===== config.mk =====
export PLATFORM = sky130hd
export DESIGN_NAME = snoop_copy_engine
export DESIGN_NICKNAME = d
export VERILOG_FILES = /design/src/rtl/snoop_copy_pkg.sv /design/src/rtl/snoop_copy_ctrl.sv /design/src/rtl/snoop_copy_datapath.sv /design/src/rtl/snoop_copy_engine.sv
export SDC_FILE = /design/constraint.sdc
export NUM_CORES = 1
export LEC_CHECK = 0
export BUFFER_PORTS_ARGS = -buffer_cell sky130_fd_sc_hd__clkbuf_2
export CAP_MARGIN = 20
export CORE_MARGIN = 10
export CORE_UTILIZATION = 44
export DETAILED_ROUTE_END_ITERATION = 12
export PLACE_DENSITY = 0.75
export RECOVER_POWER = 25
export SYNTH_ARGS = -nofsm -noshare
export SYNTH_HDL_FRONTEND = slang
export SYNTH_SLANG_ARGS = --single-unit

===== constraint.sdc =====
create_clock -name clk -period 1.9 [get_ports clk]
set_input_delay 0.095 -clock clk [delete_from_list [all_inputs] [get_ports clk]]
set_output_delay 0.095 -clock clk [all_outputs]
set_load 0.03 [all_outputs]

===== src/rtl/snoop_copy_pkg.sv =====
package snoop_copy_pkg;
  typedef enum logic [1:0] {
    MODE_INC1  = 2'b00,
    MODE_INC32 = 2'b01,
    MODE_ABS   = 2'b10,
    MODE_RSV   = 2'b11
  } descMode_e;

  typedef struct packed {
    logic latchByte;
    logic commit;
    logic firstByte;
  } ctrlStrobe_t;
endpackage


===== src/rtl/snoop_copy_ctrl.sv =====
module snoop_copy_ctrl
  import snoop_copy_pkg::*;
#(
  parameter logic [15:0] DMA_ADDR  = 16'h4014,
  parameter logic [15:0] CTRL_ADDR = 16'h5FF0,
  parameter int          BYTES     = 256,
  localparam int         IDX_W     = $clog2(BYTES)
) (
  input  logic             clk,
  input  logic             rstN,
  input  logic             cpuStb,
  input  logic [15:0]      cpuAddr,
  input  logic             cpuEnBit,
  input  logic             cpuRw,
  output ctrlStrobe_t      strobe,
  output logic [IDX_W-1:0] byteIdx
);
  logic             snoopEn;
  logic             active;
  logic [IDX_W-1:0] cnt;
  logic             busWrite;
  logic             busRead;
  logic             armHit;
  logic             lastByte;

  assign busWrite = cpuStb && !cpuRw;
  assign busRead  = cpuStb && cpuRw;
  assign armHit   = busWrite && (cpuAddr == DMA_ADDR) && snoopEn && !active;
  assign lastByte = (cnt == IDX_W'(BYTES - 1));

  always_ff @(posedge clk) begin
    if (!rstN) begin
      snoopEn <= 1'b0;
      active  <= 1'b0;
      cnt     <= '0;
    end else begin
      if (busWrite && cpuAddr == CTRL_ADDR) snoopEn <= cpuEnBit;
      if (armHit) begin
        active <= 1'b1;
        cnt    <= '0;
      end else if (active && busWrite) begin
        if (lastByte) begin
          active <= 1'b0;
          cnt    <= '0;
        end else begin
          cnt <= cnt + 1'b1;
        end
      end
    end
  end

  always_comb begin
    strobe.latchByte = active && busRead;
    strobe.commit    = active && busWrite;
    strobe.firstByte = (cnt == '0);
  end

  assign byteIdx = cnt;

  assert_disabled_no_arm_R2: assert property (@(posedge clk) disable iff (!rstN)
    (!snoopEn && !active) |=> !active);

  assert_read_no_arm_R3: assert property (@(posedge clk) disable iff (!rstN)
    (!active && !busWrite) |=> !active);

  assert_end_idle_R10: assert property (@(posedge clk) disable iff (!rstN)
    (active && busWrite && lastByte) |=> !active);

  assert_index_hold_R11: assert property (@(posedge clk) disable iff (!rstN)
    (active && !busWrite) |=> (cnt == $past(cnt)));
endmodule


===== src/rtl/snoop_copy_datapath.sv =====
module snoop_copy_datapath
  import snoop_copy_pkg::*;
#(
  parameter int ADDR_W   = 12,
  parameter int ROW_STEP = 32
) (
  input  logic              clk,
  input  logic              rstN,
  input  ctrlStrobe_t       strobe,
  input  logic [7:0]        cpuData,
  input  logic [15:0]       descData,
  output logic              tgtWe,
  output logic [ADDR_W-1:0] tgtAddr,
  output logic [7:0]        tgtData
);
  descMode_e         descMode;
  logic [ADDR_W-1:0] descAbs;
  logic [ADDR_W-1:0] addrCnt;
  logic [ADDR_W-1:0] nextAddr;
  logic [7:0]        holdByte;

  assign descMode = descMode_e'(descData[15:14]);
  assign descAbs  = descData[ADDR_W-1:0];

  always_comb begin
    if (strobe.firstByte) begin
      nextAddr = (descMode == MODE_ABS) ? descAbs : '0;
    end else begin
      unique case (descMode)
        MODE_INC32: nextAddr = addrCnt + ADDR_W'(ROW_STEP);
        MODE_ABS:   nextAddr = descAbs;
        default:    nextAddr = addrCnt + 1'b1;
      endcase
    end
  end

  always_ff @(posedge clk) begin
    if (!rstN) begin
      holdByte <= '0;
      addrCnt  <= '0;
      tgtWe    <= 1'b0;
      tgtAddr  <= '0;
      tgtData  <= '0;
    end else begin
      if (strobe.latchByte) holdByte <= cpuData;
      tgtWe <= strobe.commit;
      if (strobe.commit) begin
        addrCnt <= nextAddr;
        tgtAddr <= nextAddr;
        tgtData <= holdByte;
      end
    end
  end

  assert_we_pulse_R11: assert property (@(posedge clk) disable iff (!rstN)
    strobe.commit |=> tgtWe);

  assert_inc32_R6: assert property (@(posedge clk) disable iff (!rstN)
    (strobe.commit && !strobe.firstByte && descMode == MODE_INC32)
      |=> (tgtAddr == $past(tgtAddr) + ADDR_W'(ROW_STEP)));

  assert_inc1_R5: assert property (@(posedge clk) disable iff (!rstN)
    (strobe.commit && !strobe.firstByte && descMode == MODE_INC1)
      |=> (tgtAddr == $past(tgtAddr) + 1'b1));

  assert_abs_R7: assert property (@(posedge clk) disable iff (!rstN)
    (strobe.commit && descMode == MODE_ABS) |=> (tgtAddr == $past(descAbs)));
endmodule


===== src/rtl/snoop_copy_engine.sv =====
module snoop_copy_engine
  import snoop_copy_pkg::*;
#(
  parameter logic [15:0] DMA_ADDR  = 16'h4014,
  parameter logic [15:0] CTRL_ADDR = 16'h5FF0,
  parameter int          BYTES     = 256,
  parameter int          ADDR_W    = 12,
  parameter int          ROW_STEP  = 32,
  localparam int         IDX_W     = $clog2(BYTES)
) (
  input  logic              clk,
  input  logic              rstN,
  input  logic              cpuStb,
  input  logic [15:0]       cpuAddr,
  input  logic [7:0]        cpuData,
  input  logic              cpuRw,
  output logic [IDX_W-1:0]  descIdx,
  input  logic [15:0]       descData,
  output logic              tgtWe,
  output logic [ADDR_W-1:0] tgtAddr,
  output logic [7:0]        tgtData
);
  ctrlStrobe_t strobe;

  snoop_copy_ctrl #(
    .DMA_ADDR (DMA_ADDR),
    .CTRL_ADDR(CTRL_ADDR),
    .BYTES    (BYTES)
  ) u_ctrl (
    .clk     (clk),
    .rstN    (rstN),
    .cpuStb  (cpuStb),
    .cpuAddr (cpuAddr),
    .cpuEnBit(cpuData[0]),
    .cpuRw   (cpuRw),
    .strobe  (strobe),
    .byteIdx (descIdx)
  );

  snoop_copy_datapath #(
    .ADDR_W  (ADDR_W),
    .ROW_STEP(ROW_STEP)
  ) u_datapath (
    .clk     (clk),
    .rstN    (rstN),
    .strobe  (strobe),
    .cpuData (cpuData),
    .descData(descData),
    .tgtWe   (tgtWe),
    .tgtAddr (tgtAddr),
    .tgtData (tgtData)
  );
endmodule


# [After elaboration in Yosys (flattened, before gate mapping)]
# Cells that the tools add are included.
[op_classes] addsub=3 order_cmp=0 n_reduce_logical=15 mux=7 mul=0 n_shift=0 bitwise_logic=1 eq_ne=5 n_div=0
[ops] cell="equality test 16 x 15 -> 1 bit (second input constant)" n=2
[ops] cell="two-way mux 12 bit" n=2
[ops] cell="one-hot mux 12 bit (2 select lines)" n=1
[ops] cell="adder 12 x 1 -> 12 bit (second input constant)" n=1
[ops] cell="adder 12 x 6 -> 12 bit (second input constant)" n=1
[ops] cell="adder 8 x 1 -> 8 bit (second input constant)" n=1
[ops] cell="equality test 8 bit (second input constant)" n=1
[ops] cell="logical AND 1 bit" n=8
[ops] cell="zero test 8 bit" n=1
[ops] cell="two-way mux 8 bit" n=1
[ops] cell="nonzero test 2 bit" n=2
[ops] cell="two-way mux 1 bit" n=3
[ops] cell="equality test 2 x 1 -> 1 bit (second input constant)" n=1
[ops] cell="equality test 2 bit (second input constant)" n=1
[ops] cell="zero test 1 bit" n=2
[ops] cell="AND reduction 2 bit" n=1
[ops] cell="OR reduction 2 bit" n=1
[ops] cell="inverter 1 bit" n=1
[totals] latchBits=0 inputBits=44 ff_bits=39 memories=0 mem_bits_rw=0 wordCells=38 romBits=0

# [Logic depth before layout (Yosys ltp)]
[logic_depth] depth_word=7 depth_mapped=8 ltp_nobuf=7

# [Cells and area by module]
# A second synthesis with hierarchy kept.
[unflattened] cells_unflattened=251 area_unflattened_um2=2079.5
[by_module_without_submodules] module="snoop_copy_datapath" seq_area_each_um2=580.6 area_each_um2=1492.7 cells_per_inst=180 instances=1
[by_module_without_submodules] module="snoop_copy_ctrl" seq_area_each_um2=200.2 area_each_um2=586.8 cells_per_inst=71 instances=1

# [Worst setup path before layout]
# OpenSTA, ideal clock, no wires.
[synth_path] path_type="flip-flop to flip-flop" start="register u_datapath.addrCnt[0]" end="register u_datapath.addrCnt[10]" period_less_slack_ns=2.020 required_time_ns=1.823 setup_ns=0.077 stages_incl_launch_ff=7 slack_ns=-0.120 arrival_time_ns=1.944 n_path_buf=0 cell_sequence="dfxtp_1 > ha_1 > nand4_1 > a21oi_1 > nand4_1 > or4_1 > a41oi_2"
[synth_via] elab_chain_cells=3
[synth_rtl] item="from (decl)" line="snoop_copy_datapath.sv:18" text="logic [ADDR_W-1:0] addrCnt;"
[synth_rtl] item="from (signal assigned)" line="snoop_copy_datapath.sv:48" text="addrCnt <= nextAddr;"
[synth_rtl] item="adder 12 x 1 -> 12 bit / adder 12 x 6 -> 12 bit (equally long branches)" line="snoop_copy_datapath.sv:32, snoop_copy_datapath.sv:30"
[synth_rtl] item="one-hot mux 12 bit (2 select lines) (*)" line="snoop_copy_datapath.sv:29" text="unique case (descMode)"
[synth_rtl] item="two-way mux 12 bit (*)" line="snoop_copy_datapath.sv:26" text="if (strobe.firstByte) begin"
# Every way passes the cells marked *; elsewhere a longest branch is shown, timed or not.
# A chain may end at the register's enable or synchronous reset.

# [Worst setup path in the final report]
[layout_path] start="register u_ctrl.cnt[0], in the netlist u_ctrl.byteIdx[0]" end="register u_datapath.addrCnt[11]"
[layout_via] elab_chain_cells=2
[layout_rtl] item="from (decl)" line="snoop_copy_ctrl.sv:20" text="logic [IDX_W-1:0] cnt;"
[layout_rtl] item="from (signal assigned)" line="snoop_copy_ctrl.sv:46" text="cnt <= cnt + 1'b1;"
[layout_rtl] item="zero test 8 bit" line="snoop_copy_ctrl.sv:55" text="strobe.firstByte = (cnt == '0);"
[layout_rtl] item="two-way mux 12 bit" line="snoop_copy_datapath.sv:26"
# No other way between the ends.

==> results.py <==
metrics = {
    "critical_path": {
        "crit_required_ps": 2120,
        "startpoint_type": "flop",
        "cp_max_fo": 5,
        "cp.arrival_ps": 2110,
        "critPathKind": "flop to flop",
        "end_kind": "flop",
    },
    "synthesis": {
        "syn_inst": 248,
        "yosys-top-cells-count": "dfxtp_1, nand2_1, a21oi_1, nor2_1, nand3_1",
        "synthArstFlopShare": 0,
        "yosys.cell_types.count": 46,
        "synthTopCellsByArea": "dfxtp_1, nand2_1, a21oi_1",
        "synth.most_common_cell": "dfxtp_1",
        "synth_top_area_share": 0.389,
        "ys_seq_area_frac": 0.389,
        "ys_warn_count": 0,
        "ys.flop_type": "dfxtp_1",
        "syn_area_per_cell_sq_um": 8.10,
        "synth_area_leader_cell": "dfxtp_1",
        "synth_nets": 298,
        "synth_edf_count": 0,
        "synth_seq_cells": 39,
        "netlist_area_sq_um": 2010,
    },
    "sta": {
        "rsz0062_at_grt": "true",
        "slew_headroom": 0.635,
        "maxSlewViolCount": 0,
        "setup-violations-final": 0,
        "max_clock_freq_mhz": 527,
        "skew_ps": 7.76,
        "min_period_ps": 1900,
        "worst_slew_pin_slew_ps": 546,
        "hold_violations": 0,
        "min_period_over_period": 0.998,
        "finalSetupTns_ps": 0,
    },
    "worst_hold_path": {
        "worst_hold_path_type": "primary input to flop",
    },
    "finish": {
        "area_growth_pct": 33.3,
        "antennaDiodeCount": 0,
        "fill_cells": 416,
        "nNetsFinal": 390,
        "drive_gt1_frac": 0.317,
    },
    "clock_tree": {
        "numCtsBuffers": 5,
        "h-tree-depth": 2,
        "clk_pin_slew_ps": 80,
        "clockBufferDepth": 2,
        "cts_tree": "done",
        "clk_latency_ps": 290,
        "root_buffer": "clkbuf_8",
        "postCtsHoldBufs": 0,
        "cts_sinks": 39,
    },
    "drt": {
        "routed_wl_microns": 5670,
        "drcViolationCount": 0,
        "vias": 2146,
        "met3_wirelength_microns": 456,
        "met1_length_microns": 2530,
        "top_layer": "met4",
        "dr.pass1.iters": 4,
        "wl_per_cell_microns": 14.4,
        "drtIter0Drc": 120,
        "viasPerCell": 5.46,
        "ant_nets": 0,
        "wl_met2_microns": 2600,
    },
    "placement": {
        "hpwlAfterDp_microns": 4470,
        "place.gp.congestion": 0.942,
        "io_buffers": 70,
    },
    "power_and_ir_drop": {
        "p_sw_frac": 0.242,
        "p_leak_nw": 1.17,
        "p_sw_w": 0.000361,
        "power.total_w": 0.00149,
        "pwr-share-clk": 0.374,
        "ir_worst_vdd_v": 0.000421,
        "p_per_area_nw_per_um2": 557,
        "p_seq_frac": 0.547,
        "pwr-share-comb": 0.079,
        "internal-power_w": 0.00113,
    },
    "global_routing": {
        "antenna_found_initial": 0,
        "overflow": 0,
        "gr-usage-all-layers": 0.145,
        "grt_pass1_wl_microns": 9290,
        "grt_max_degree": 19,
        "grt_pass1_vias": 2168,
    },
    "die": {
        "ios": 73,
        "die_w_microns": 87.6,
        "rows": 24,
        "initial_utilization": 0.458,
        "die_h_microns": 87.6,
        "die-area_sq_um": 7670,
        "core_area_sq_um": 4380,
    },
    "job": {
        "cap_viol_max_count": 0,
    },
    "status": {
        "outcome": "completed",
    },
}
## metal layers
metal,vias to the layer above,global-route usage
li1,1082,-
met1,988,0.173
met2,67,0.238
met3,9,0.0576
met4,0,0.0391
met5,-,0
## flip-flops by register name, indices dropped and copies added, names as in the netlist
register             flops
u_datapath.tgtWe         1
u_ctrl.byteIdx           8
u_datapath.holdByte      8
u_ctrl.snoopEn           1
u_datapath.tgtData       8
u_ctrl.active            1
u_datapath.addrCnt      12
## worst max-delay path: stages, from the launching register on
cell	delay (ps)
dfxtp_2	330
inv_2	70
ha_4	120
or4b_4	510
o21ai_4	250
and2_4	190
buf_6	110
a22oi_2	70
o22ai_1	170
## timing repair
item	in CTS	in global routing
setup buffers	0	3
pin swaps	0	4
setup endpoints to repair	1	11
endpoints found under the hold margin	0	0
resized for setup	1	11
## power by group through the flow
stage	registers, W	logic (W)	clock network, W
detailed placement	0.000836	0.000114	0
finish	0.000816	0.000117	0.000558
CTS	0.000816	0.000114	0.000571
global route	0.000816	0.000131	0.000596
global placement	0.000836	0.000112	0
floorplan	0.000836	0.0000513	0
## layout by cell type, fill, tap and decap left out, types with 3 or more instances in the layout
cell type  instances
a21oi_1           25
and3_1             3
buf_4             24
clkbuf_1          14
clkbuf_2          57
clkbuf_8           5
dfxtp_1           35
dfxtp_2            4
ha_1               5
inv_1              6
mux2i_1            9
nand2_1           38
nand3_1           14
nand4_1            7
nor2_1            21
nor3_1             6
nor4_1             4
o21ai_0            9
o22ai_1            3
xor2_1             5
## area by class of cell
| cell class | instances | area, sq um | area share |
|---|---|---|---|
| multi-input cells | 191 | 1190 | 0.443 |
| inverters | 8 | 30.0 | 0.0112 |
| repair buffers | 95 | 526 | 0.196 |
| clock inverters | 2 | 12.5 | 0.00467 |
| flip-flops and latches | 39 | 786 | 0.293 |
| clock buffers | 6 | 72.6 | 0.0271 |
| well taps | 52 | 65.1 | 0.0243 |
## path summary, 6_finish.rpt
check	cells after the start	startpoint	slack [ps]	to
worst max-delay path	8	u_ctrl.byteIdx[0]$_SDFFE_PP0P_	3	u_datapath.addrCnt[11]$_SDFFE_PN0P_
worst min-delay path	3	cpuData[4]	40	u_datapath.holdByte[4]$_SDFFE_PN0P_
worst max register to register	8	u_ctrl.byteIdx[0]$_SDFFE_PP0P_	3	u_datapath.addrCnt[11]$_SDFFE_PN0P_
worst min register to register	2	u_datapath.holdByte[1]$_SDFFE_PN0P_	450	u_datapath.tgtData[1]$_SDFFE_PN0P_
## cells by family after synthesis
group | Yosys count | share of synthesized area
and+or+nand+nor | 110 | 0.270
muxes | 9 | 0.0448
AOI/OAI and AO/OA | 59 | 0.190
xor gates and xnor gates | 7 | 0.0305
DFF | 39 | 0.389
buffers and inverters | 18 | 0.0392
adders and majority gates | 6 | 0.0374
## per-stage QoR
step           setup slack [ps]   util  cell area, sq um  hold slack [ps]  cells
5_1_grt                   -82.6  0.611              2680             52.7    393
3_3_place_gp               47.1  0.581              2550              327    382
3_5_place_dp              -7.91  0.581              2550              333    382
6_report                   3.21  0.611              2680             38.4    393
4_1_cts                   0.268  0.601              2640             28.6    390
2_1_floorplan              7.10      -              2010              239    248
Note: power is estimated with default switching activity, not from simulation.
